<file path="config.mk">
export PLATFORM = sky130hd
export DESIGN_NAME = async_sched_walker
export DESIGN_NICKNAME = d
export VERILOG_FILES = /design/src/rtl/asw_pkg.sv /design/src/rtl/asw_rst_sync.sv /design/src/rtl/asw_list_reg.sv /design/src/rtl/asw_walk_fsm.sv /design/src/rtl/async_sched_walker.sv
export SDC_FILE = /design/constraint.sdc
export NUM_CORES = 1
export LEC_CHECK = 0
export BUFFER_PORTS_ARGS = -buffer_cell sky130_fd_sc_hd__buf_4
export CORE_MARGIN = 2
export CORE_UTILIZATION = 45
export CTS_CLUSTER_DIAMETER = 40
export DETAILED_ROUTE_END_ITERATION = 10
export PLACE_DENSITY = 0.76
export SLEW_MARGIN = 20
export SYNTH_ARGS = -nofsm -noshare
export SYNTH_HDL_FRONTEND = slang
export SYNTH_HIERARCHICAL = 1
export SYNTH_SLANG_ARGS = --single-unit
</file>
<file path="constraint.sdc">
create_clock -name clk -period 2.15 [get_ports clk]
set_clock_uncertainty 0.1 [all_clocks]
set_input_delay 0.43 -clock clk [delete_from_list [all_inputs] [get_ports clk]]
set_output_delay 0.43 -clock clk [all_outputs]
set_load 0.01 [all_outputs]
</file>
<file path="src/rtl/asw_pkg.sv">
package asw_pkg;
  typedef enum logic [1:0] {
    WK_IDLE = 2'd0,
    WK_REQ  = 2'd1,
    WK_WAIT = 2'd2
  } walk_st_e;

  localparam int          LINK_TYPE_LSB = 1;
  localparam int          LINK_TYPE_W   = 2;
  localparam logic [1:0]  LINK_TYPE_QH  = 2'b01;
endpackage

</file>
<file path="src/rtl/asw_rst_sync.sv">
module asw_rst_sync #(
  parameter int STAGES = 2
) (
  input  logic clk,
  input  logic rst_n,
  output logic rst_n_sync
);
  logic [STAGES-1:0] chain_q;

  generate
    for (genvar i = 0; i < STAGES; i++) begin : g_stage
      if (i == 0) begin : g_first
        always_ff @(posedge clk or negedge rst_n) begin
          if (!rst_n) chain_q[i] <= 1'b0;
          else        chain_q[i] <= 1'b1;
        end
      end else begin : g_next
        always_ff @(posedge clk or negedge rst_n) begin
          if (!rst_n) chain_q[i] <= 1'b0;
          else        chain_q[i] <= chain_q[i-1];
        end
      end
    end
  endgenerate

  assign rst_n_sync = chain_q[STAGES-1];
endmodule

</file>
<file path="src/rtl/asw_list_reg.sv">
module asw_list_reg #(
  parameter int AW = 32,
  parameter int AL = 5
) (
  input  logic          clk,
  input  logic          wr_en,
  input  logic [AW-1:0] wr_data,
  input  logic          cfg_en,
  input  logic          sts,
  input  logic          commit,
  input  logic [AW-1:0] commit_addr,
  output logic [AW-1:0] list_addr
);
  localparam int HW = AW - AL;

  logic [HW-1:0] base_q;
  logic [HW-1:0] base_d;
  logic          base_ce;
  logic          wr_ok;

  assign wr_ok = wr_en && !cfg_en && !sts;

  always_comb begin
    base_ce = 1'b0;
    base_d  = base_q;
    if (commit) begin
      base_ce = 1'b1;
      base_d  = commit_addr[AW-1:AL];
    end else if (wr_ok) begin
      base_ce = 1'b1;
      base_d  = wr_data[AW-1:AL];
    end
  end

  // Contents are unspecified after reset; software loads it before enabling.
  always_ff @(posedge clk) begin
    if (base_ce) base_q <= base_d;
  end

  assign list_addr = {base_q, {AL{1'b0}}};
endmodule

</file>
<file path="src/rtl/asw_walk_fsm.sv">
module asw_walk_fsm
  import asw_pkg::*;
#(
  parameter int AW = 32,
  parameter int AL = 5
) (
  input  logic          clk,
  input  logic          rst_n,
  input  logic          cfg_en,
  input  logic          uframe_start,
  input  logic          uframe_end,
  input  logic          list_empty,
  input  logic [AW-1:0] list_addr,
  output logic          rd_req_valid,
  input  logic          rd_req_ready,
  output logic [AW-1:0] rd_req_addr,
  input  logic          rd_rsp_valid,
  input  logic [AW-1:0] rd_rsp_data,
  output logic          sts,
  output logic          commit,
  output logic [AW-1:0] commit_addr,
  output logic          svc_valid,
  output logic [AW-1:0] svc_addr,
  output logic          type_err
);
  walk_st_e      st_q, st_d;
  logic [AW-1:0] cur_q, cur_d;
  logic          sts_q, sts_d;
  logic          start_q, start_d;
  logic          endp_q, endp_d;
  logic          svcv_q, svcv_d;
  logic [AW-1:0] svca_q, svca_d;
  logic          err_q, err_d;

  logic [AW-1:0]          link_ptr;
  logic [LINK_TYPE_W-1:0] link_type;
  logic                   type_ok;
  logic                   end_now;

  assign link_ptr  = {rd_rsp_data[AW-1:AL], {AL{1'b0}}};
  assign link_type = rd_rsp_data[LINK_TYPE_LSB +: LINK_TYPE_W];
  assign type_ok   = (link_type == LINK_TYPE_QH);
  assign end_now   = endp_q || uframe_end;

  always_comb begin
    st_d        = st_q;
    cur_d       = cur_q;
    sts_d       = sts_q;
    start_d     = uframe_start && (st_q == WK_IDLE);
    endp_d      = endp_q;
    svcv_d      = 1'b0;
    svca_d      = svca_q;
    err_d       = 1'b0;
    commit      = 1'b0;
    commit_addr = link_ptr;
    unique case (st_q)
      WK_IDLE: begin
        endp_d = 1'b0;
        if (start_q) begin
          sts_d = cfg_en;
          if (cfg_en && !list_empty) begin
            cur_d = list_addr;
            st_d  = WK_REQ;
          end
        end
      end
      WK_REQ: begin
        if (uframe_end) endp_d = 1'b1;
        if (rd_req_ready) st_d = WK_WAIT;
      end
      WK_WAIT: begin
        if (uframe_end) endp_d = 1'b1;
        if (rd_rsp_valid) begin
          endp_d = 1'b0;
          if (!type_ok) begin
            err_d = 1'b1;
            st_d  = WK_IDLE;
          end else begin
            svcv_d = 1'b1;
            svca_d = cur_q;
            if (end_now) begin
              commit = 1'b1;
              st_d   = WK_IDLE;
            end else if (!cfg_en || list_empty) begin
              commit = 1'b1;
              sts_d  = cfg_en;
              st_d   = WK_IDLE;
            end else begin
              cur_d = link_ptr;
              st_d  = WK_REQ;
            end
          end
        end
      end
      default: st_d = WK_IDLE;
    endcase
  end

  always_ff @(posedge clk or negedge rst_n) begin
    if (!rst_n) begin
      st_q    <= WK_IDLE;
      sts_q   <= 1'b0;
      start_q <= 1'b0;
      endp_q  <= 1'b0;
      svcv_q  <= 1'b0;
      err_q   <= 1'b0;
    end else begin
      st_q    <= st_d;
      sts_q   <= sts_d;
      start_q <= start_d;
      endp_q  <= endp_d;
      svcv_q  <= svcv_d;
      err_q   <= err_d;
    end
  end

  always_ff @(posedge clk or negedge rst_n) begin
    if (!rst_n) begin
      cur_q  <= '0;
      svca_q <= '0;
    end else begin
      if (st_q != WK_WAIT) cur_q <= cur_d;
      else if (rd_rsp_valid) cur_q <= cur_d;
      if (svcv_d) svca_q <= svca_d;
    end
  end

  assign rd_req_valid = (st_q == WK_REQ);
  assign rd_req_addr  = cur_q;
  assign sts          = sts_q;
  assign svc_valid    = svcv_q;
  assign svc_addr     = svca_q;
  assign type_err     = err_q;
endmodule

</file>
<file path="src/rtl/async_sched_walker.sv">
module async_sched_walker #(
  parameter int AW          = 32,
  parameter int AL          = 5,
  parameter int SYNC_STAGES = 2
) (
  input  logic          clk,
  input  logic          rst_n,
  input  logic          cfg_en,
  input  logic          addr_wr_en,
  input  logic [AW-1:0] addr_wr_data,
  input  logic          uframe_start,
  input  logic          uframe_end,
  input  logic          list_empty,
  output logic          rd_req_valid,
  input  logic          rd_req_ready,
  output logic [AW-1:0] rd_req_addr,
  input  logic          rd_rsp_valid,
  input  logic [AW-1:0] rd_rsp_data,
  output logic          sched_active,
  output logic [AW-1:0] list_addr,
  output logic          svc_valid,
  output logic [AW-1:0] svc_addr,
  output logic          type_err
);
  logic          rst_n_s;
  logic          sts;
  logic          commit;
  logic [AW-1:0] commit_addr;

  asw_rst_sync #(.STAGES(SYNC_STAGES)) u_rst (
    .clk        (clk),
    .rst_n      (rst_n),
    .rst_n_sync (rst_n_s)
  );

  asw_list_reg #(.AW(AW), .AL(AL)) u_list (
    .clk         (clk),
    .wr_en       (addr_wr_en),
    .wr_data     (addr_wr_data),
    .cfg_en      (cfg_en),
    .sts         (sts),
    .commit      (commit),
    .commit_addr (commit_addr),
    .list_addr   (list_addr)
  );

  asw_walk_fsm #(.AW(AW), .AL(AL)) u_walk (
    .clk          (clk),
    .rst_n        (rst_n_s),
    .cfg_en       (cfg_en),
    .uframe_start (uframe_start),
    .uframe_end   (uframe_end),
    .list_empty   (list_empty),
    .list_addr    (list_addr),
    .rd_req_valid (rd_req_valid),
    .rd_req_ready (rd_req_ready),
    .rd_req_addr  (rd_req_addr),
    .rd_rsp_valid (rd_rsp_valid),
    .rd_rsp_data  (rd_rsp_data),
    .sts          (sts),
    .commit       (commit),
    .commit_addr  (commit_addr),
    .svc_valid    (svc_valid),
    .svc_addr     (svc_addr),
    .type_err     (type_err)
  );

  assign sched_active = sts;
endmodule

</file>
==> results.json, run 1 <==
{
  "status": "complete, no violations",
  "syn2layout_area_growth_pct": 30.1,
  "drv_slew": 0,
  "setup_viol": 0,
  "io_buffers": 159,
  "wirelength_mm": 11.1,
  "clk_latency_ns": 0.38,
  "crit_type": "register to register",
  "cap_violations": 0,
  "postRouteAntennaNets": 0,
  "worstSetupStartpointType": "register",
  "rows": 37,
  "avgSynthCellArea_sq_um": 13.9,
  "path_cells": "inv_2 -> ha_4 -> nand2_4 -> nor3b_4 -> o31a_4 -> buf_12 -> a21o_4 -> clkbuf_16",
  "nets": 568,
  "critical_path.slowest_cell": "dfrtp_1",
  "drc": 0,
  "dieArea_sq_um": 11600,
  "core_region_area_sq_um": 10400,
  "track_usage_pct": 19.1,
  "cts_tree": "built",
  "cp-end-kind": "register",
  "grt_max_degree": 45,
  "cts_buffers": 9,
  "dr.pass1.iters": 4,
  "fp.dieH_um": 108,
  "fmax_mhz": 488,
  "final_util_pct": 60.6,
  "viasPerCell": 5.03,
  "die_x_um": 108,
  "htreeDepth": 3,
  "initial_core_util_pct": 46.5,
  "irDropWorstVdd_mv": 0.478,
  "wl_per_cell_um": 17.7,
  "crit_fanout": 13,
  "hold_slack_ns": 0.148,
  "synth.cell_area_sq_um": 4830,
  "drive_above_1_share_pct": 57.8,
  "crit_arrival_ns": 2.04,
  "r2r_cells": 8,
  "period_minus_slack_ns": 2.05,
  "dp_hpwl_mm": 8.01,
  "grt_pass1_vias": 3281,
  "dr_total_vias": 3162,
  "hp-class": "input port to register",
  "fin_crit_sh_pct": 95.4,
  "diodes": 0,
  "io_pins": 173,
  "multiInputGateArea_sq_um": 1790,
  "hold_violations": 0,
  "grt_first_pass_wirelength_mm": 16.8,
  "worst-path-stages": 8,
  "p_leak_uw": 0.00292,
  "cp-startpoint": "u_walk/st_q[0]",
  "cp_slowest_stage_delay_ns": 0.43,
  "tns_ns": 0,
  "rsz0062_at_grt": "false",
  "num-fill-cells": 836,
  "final_common_cell": "buf_4",
  "reg2reg_slack_ns": 0.1,
  "clock_sink_count": 100,
  "antenna_found_initial": 0,
  "crit_buf_inv": 3,
  "timing.rr.end": "u_list/base_q[15]",
  "gr-total-overflow": 0,
  "layout_common_cells": "buf_4 (167), dfrtp_1 (72), mux2_2 (41), a21oi_1 (38), mux2i_1 (28)",
  "critical_path.endpoint": "u_list/base_q[15]",
  "r2r-start": "u_walk/st_q[0]",
  "drt_iter0_markers": 104,
  "yosysWarnings": 6,
  "cts_setup_buffers": 0,
  "critical_path.top_delay_family": "buffers and inverters",
  "finalWeightedCongestion": 0.831,
  "total_power_uw": 7670,
  "synthCells": 347,
  "power_density_nw_per_um2": 1220,
  "crit_required_ns": 2.14,
  "clockBufferDepth": 2,
  "root_buffer": "clkbuf_8",
  "final-seq-area_sq_um": 2640,
  "path_clk_slew_ns": 0.09
}
## report_power, final
group	switching, uW	leakage [uW]	internal (uW)	total (uW)
registers	480	0.00116	2640	3120
logic	1590	0.00166	1740	3330
clock network	671	0.000100	543	1210
total	2740	0.00292	4930	7670
## timing repair
item	in CTS	in global routing
resized for setup	0	1
hold buffers	1	0
hold endpoints to repair	2	0
setup endpoints to repair	0	34
## cell type report
type | instances | area share, %
well taps | 136 | 2.71
inverters | 9 | 0.538
multi-input cells | 191 | 28.4
clock buffers | 9 | 1.97
flip-flops and latches | 100 | 42.1
repair buffers | 177 | 23.1
clock inverters | 7 | 1.14
## through the flow
stage	area [sq um]	worst slack (ns)	std cells
2_1_floorplan	4880	0.0156	351
3_3_place_gp	6020	0.0576	610
3_5_place_dp	6020	0.0357	610
4_1_cts	6220	0.0232	627
5_1_grt	6280	0.0135	629
6_report	6280	0.0998	629
## routing by layer
metal | share of wire [%] | GRT usage (%) | vias up
li1 | - | - | 1479
met1 | 41 | 23.5 | 1574
met2 | 52 | 33.1 | 95
met3 | 5.0 | 3.45 | 14
met4 | 1.8 | 7.69 | 0
met5 | 0 | 0 | -
## state kept, by name, indices dropped and copies added (netlist names), 2 cells and up
signal              count
u_walk/rd_req_addr     32
u_walk/svc_addr        32
u_list/base_q          27
u_walk/st_q             2
## how the worst min path moves through the flow
stage / start / endpoint / slack, ns / depth (start not counted)
detailed placement: rst_n / u_rst/chain_q[0] / 0.12 / 1
finish: rd_rsp_data[1] / u_walk/type_err / 0.15 / 2
global placement: rst_n / u_rst/chain_q[0] / 0.12 / 1
global route: rd_rsp_data[1] / u_walk/type_err / 0.14 / 2
CTS: rd_rsp_data[1] / u_walk/type_err / 0.13 / 2
floorplan: rst_n / u_rst/chain_q[0] / 0.03 / 0
## worst reg2reg max path: stages (launching register included)
cell and delay [ns]:
dfrtp_1 0.43, inv_2 0.12, ha_4 0.15, nand2_4 0.07, nor3b_4 0.20, o31a_4 0.24, buf_12 0.15, a21o_4 0.13
clkbuf_16 0.18
Power figures use the tool's default switching activity.
==> run 2: changes to the inputs <==
--- a/config.mk
+++ b/config.mk
@@ -10,8 +10,8 @@
 export CORE_UTILIZATION = 45
 export CTS_CLUSTER_DIAMETER = 40
 export DETAILED_ROUTE_END_ITERATION = 10
-export PLACE_DENSITY = 0.76
-export SLEW_MARGIN = 20
+export GPL_TIMING_DRIVEN = 0
+export PLACE_DENSITY = 0.88
 export SYNTH_ARGS = -nofsm -noshare
 export SYNTH_HDL_FRONTEND = slang
 export SYNTH_HIERARCHICAL = 1
==> run 2 against run 1 <==
Effect of this change:
- die area did not move
- global-route usage increased by 0.94 points
- clock-buffer cell count grew 2
- hold slack improved by 0.0029 ns
==> results.json, run 2 (synthesis results as in run 1) <==
{
  "tns_ns": 0,
  "crit_fanout": 10,
  "final_common_cell": "buf_4",
  "antenna_found_initial": 0,
  "cap_violations": 0,
  "worst_pin_slew_ns": 0.917,
  "critical_path.top_delay_family": "buffers and inverters",
  "die_x_um": 108,
  "nets": 612,
  "path_cells": "inv_2 -> ha_4 -> nand2_4 -> nor3b_4 -> o31a_1 -> buf_6 -> buf_12 -> mux2_4",
  "track_usage_pct": 20.0,
  "finalWeightedCongestion": 0.828,
  "hold_slack_ns": 0.151,
  "viasPerCell": 5.02,
  "rows": 37,
  "drv_slew": 0,
  "switching_share_pct": 36.0,
  "hold_violations": 0,
  "gr-total-overflow": 0,
  "hp-class": "input port to register",
  "maxSlewHeadroom_pct": 38.9,
  "place_ws_ns": -0.338,
  "r2r_cells": 8,
  "dr.pass1.iters": 4,
  "htreeDepth": 3,
  "p_int_uw": 4920,
  "crit_type": "register to register",
  "initial_core_util_pct": 46.5,
  "fp.dieH_um": 108,
  "core_region_area_sq_um": 10400,
  "dr_total_vias": 3376,
  "path_clk_slew_ns": 0.10,
  "cts_buffers": 9,
  "postRouteAntennaNets": 0,
  "fmax_mhz": 476,
  "clk_latency_ns": 0.35,
  "clock_sink_count": 100,
  "drive_above_1_share_pct": 60.7,
  "syn2layout_area_growth_pct": 36.1,
  "worstSetupStartpointType": "register",
  "period_minus_slack_ns": 2.10,
  "diodes": 0,
  "irDropWorstVdd_mv": 0.559,
  "p_clk_share_pct": 13.9,
  "grt_max_degree": 72,
  "drt_iter0_markers": 116,
  "io_buffers": 159,
  "seq_power_share_pct": 40.8,
  "crit_required_ns": 2.15,
  "wl_per_cell_um": 17.4,
  "cp-end-kind": "register",
  "cts_tree": "built",
  "cp_slowest_stage_delay_ns": 0.40,
  "io_pins": 173,
  "p_leak_uw": 0.00311,
  "worst-path-stages": 8,
  "clockBufferDepth": 2,
  "rsz0062_at_grt": "true",
  "worst_slack_ns": 0.0476,
  "fin_crit_sh_pct": 97.8,
  "p_switching_uw": 2770,
  "status": "complete, no violations",
  "grt_first_pass_wirelength_mm": 17.8,
  "whs_path_depth": 2,
  "drc": 0,
  "dieArea_sq_um": 11600,
  "dp_hpwl_mm": 8.37,
  "layout_common_cells": "buf_4 (198), dfrtp_1 (71), mux2_2 (40), a21oi_1 (38), mux2i_1 (28)",
  "grt_pass1_vias": 3518,
  "wirelength_mm": 11.7,
  "setup_viol": 0,
  "crit_buf_inv": 3,
  "p_comb_share_pct": 45.3,
  "crit_arrival_ns": 2.10,
  "critical_path.slowest_cell": "dfrtp_1",
  "power_density_nw_per_um2": 1170,
  "root_buffer": "clkbuf_8"
}
## run 2: power groups by stage
stage                     clock network [uW]  registers (uW)  logic (uW)
after floorplan                            0            3380        1620
after global placement                     0            3130        3280
after detailed placement                   0            3190        3360
after CTS                               1110            3150        3460
after global routing                    1180            3240        3740
final                                   1070            3140        3490
## run 2: final cells by class
class	count	area (sq um)
fill	824	3800
multi-input combinational	194	1820
buffer	50	442
tap	136	170
sequential	100	2640
inverter	9	33.8
clock inverter	5	37.5
timing repair buffer	168	1290
clock buffer	11	131
## run 2: final timing paths
check,startpoint,end,slack [ns]
hold / removal,rd_rsp_data[1],u_walk/type_err,0.15
min in group asynchronous,rst_n,u_rst/rst_n_sync,0.28
setup / recovery,u_walk/st_q[0],u_list/base_q[12],0.05
max in group asynchronous,u_rst/rst_n_sync,u_walk/st_q[1],0.96
hold reg to reg,u_rst/chain_q[0],u_rst/rst_n_sync,0.27
setup reg to reg,u_walk/st_q[0],u_list/base_q[12],0.05
## run 2: worst reg2reg max path, delay by kind of cell, from the launching register on
family / cells / cell delay, ns
fa+ha+maj: 1 / 0.18
compound gates: 1 / 0.18
simple gates: 2 / 0.28
mux: 1 / 0.31
flops: 1 / 0.40
buf+inv: 3 / 0.41
## run 2: timing repair
action / 4_1_cts / 5_1_grt
gates cloned: 2 / 2
pin swaps: 2 / 1
resized for setup: 4 / 4
hold buffers: 1 / 0
setup endpoints to repair: 74 / 76
setup buffers: 6 / 1
hold endpoints to repair: 2 / 0
## run 2: metrics by stage
stage	cell area, sq um	std cells	util (%)	power (uW)
2_1_floorplan	4880	351	-	5000
4_1_cts	6520	671	62.8	7720
6_report	6570	673	63.4	7690
3_5_place_dp	6250	646	60.2	6560
5_1_grt	6570	673	63.4	8150
3_3_place_gp	6240	646	60.2	6410
## run 2: routing by layer
layer,track usage [%],routed length (um),share of wire (%),up-vias
li1,-,-,-,1570
met1,24.2,4770,41,1690
met2,35.7,6190,53,104
met3,4.36,641,5.5,12
met4,6.04,134,1.1,0
met5,0,0,0,-
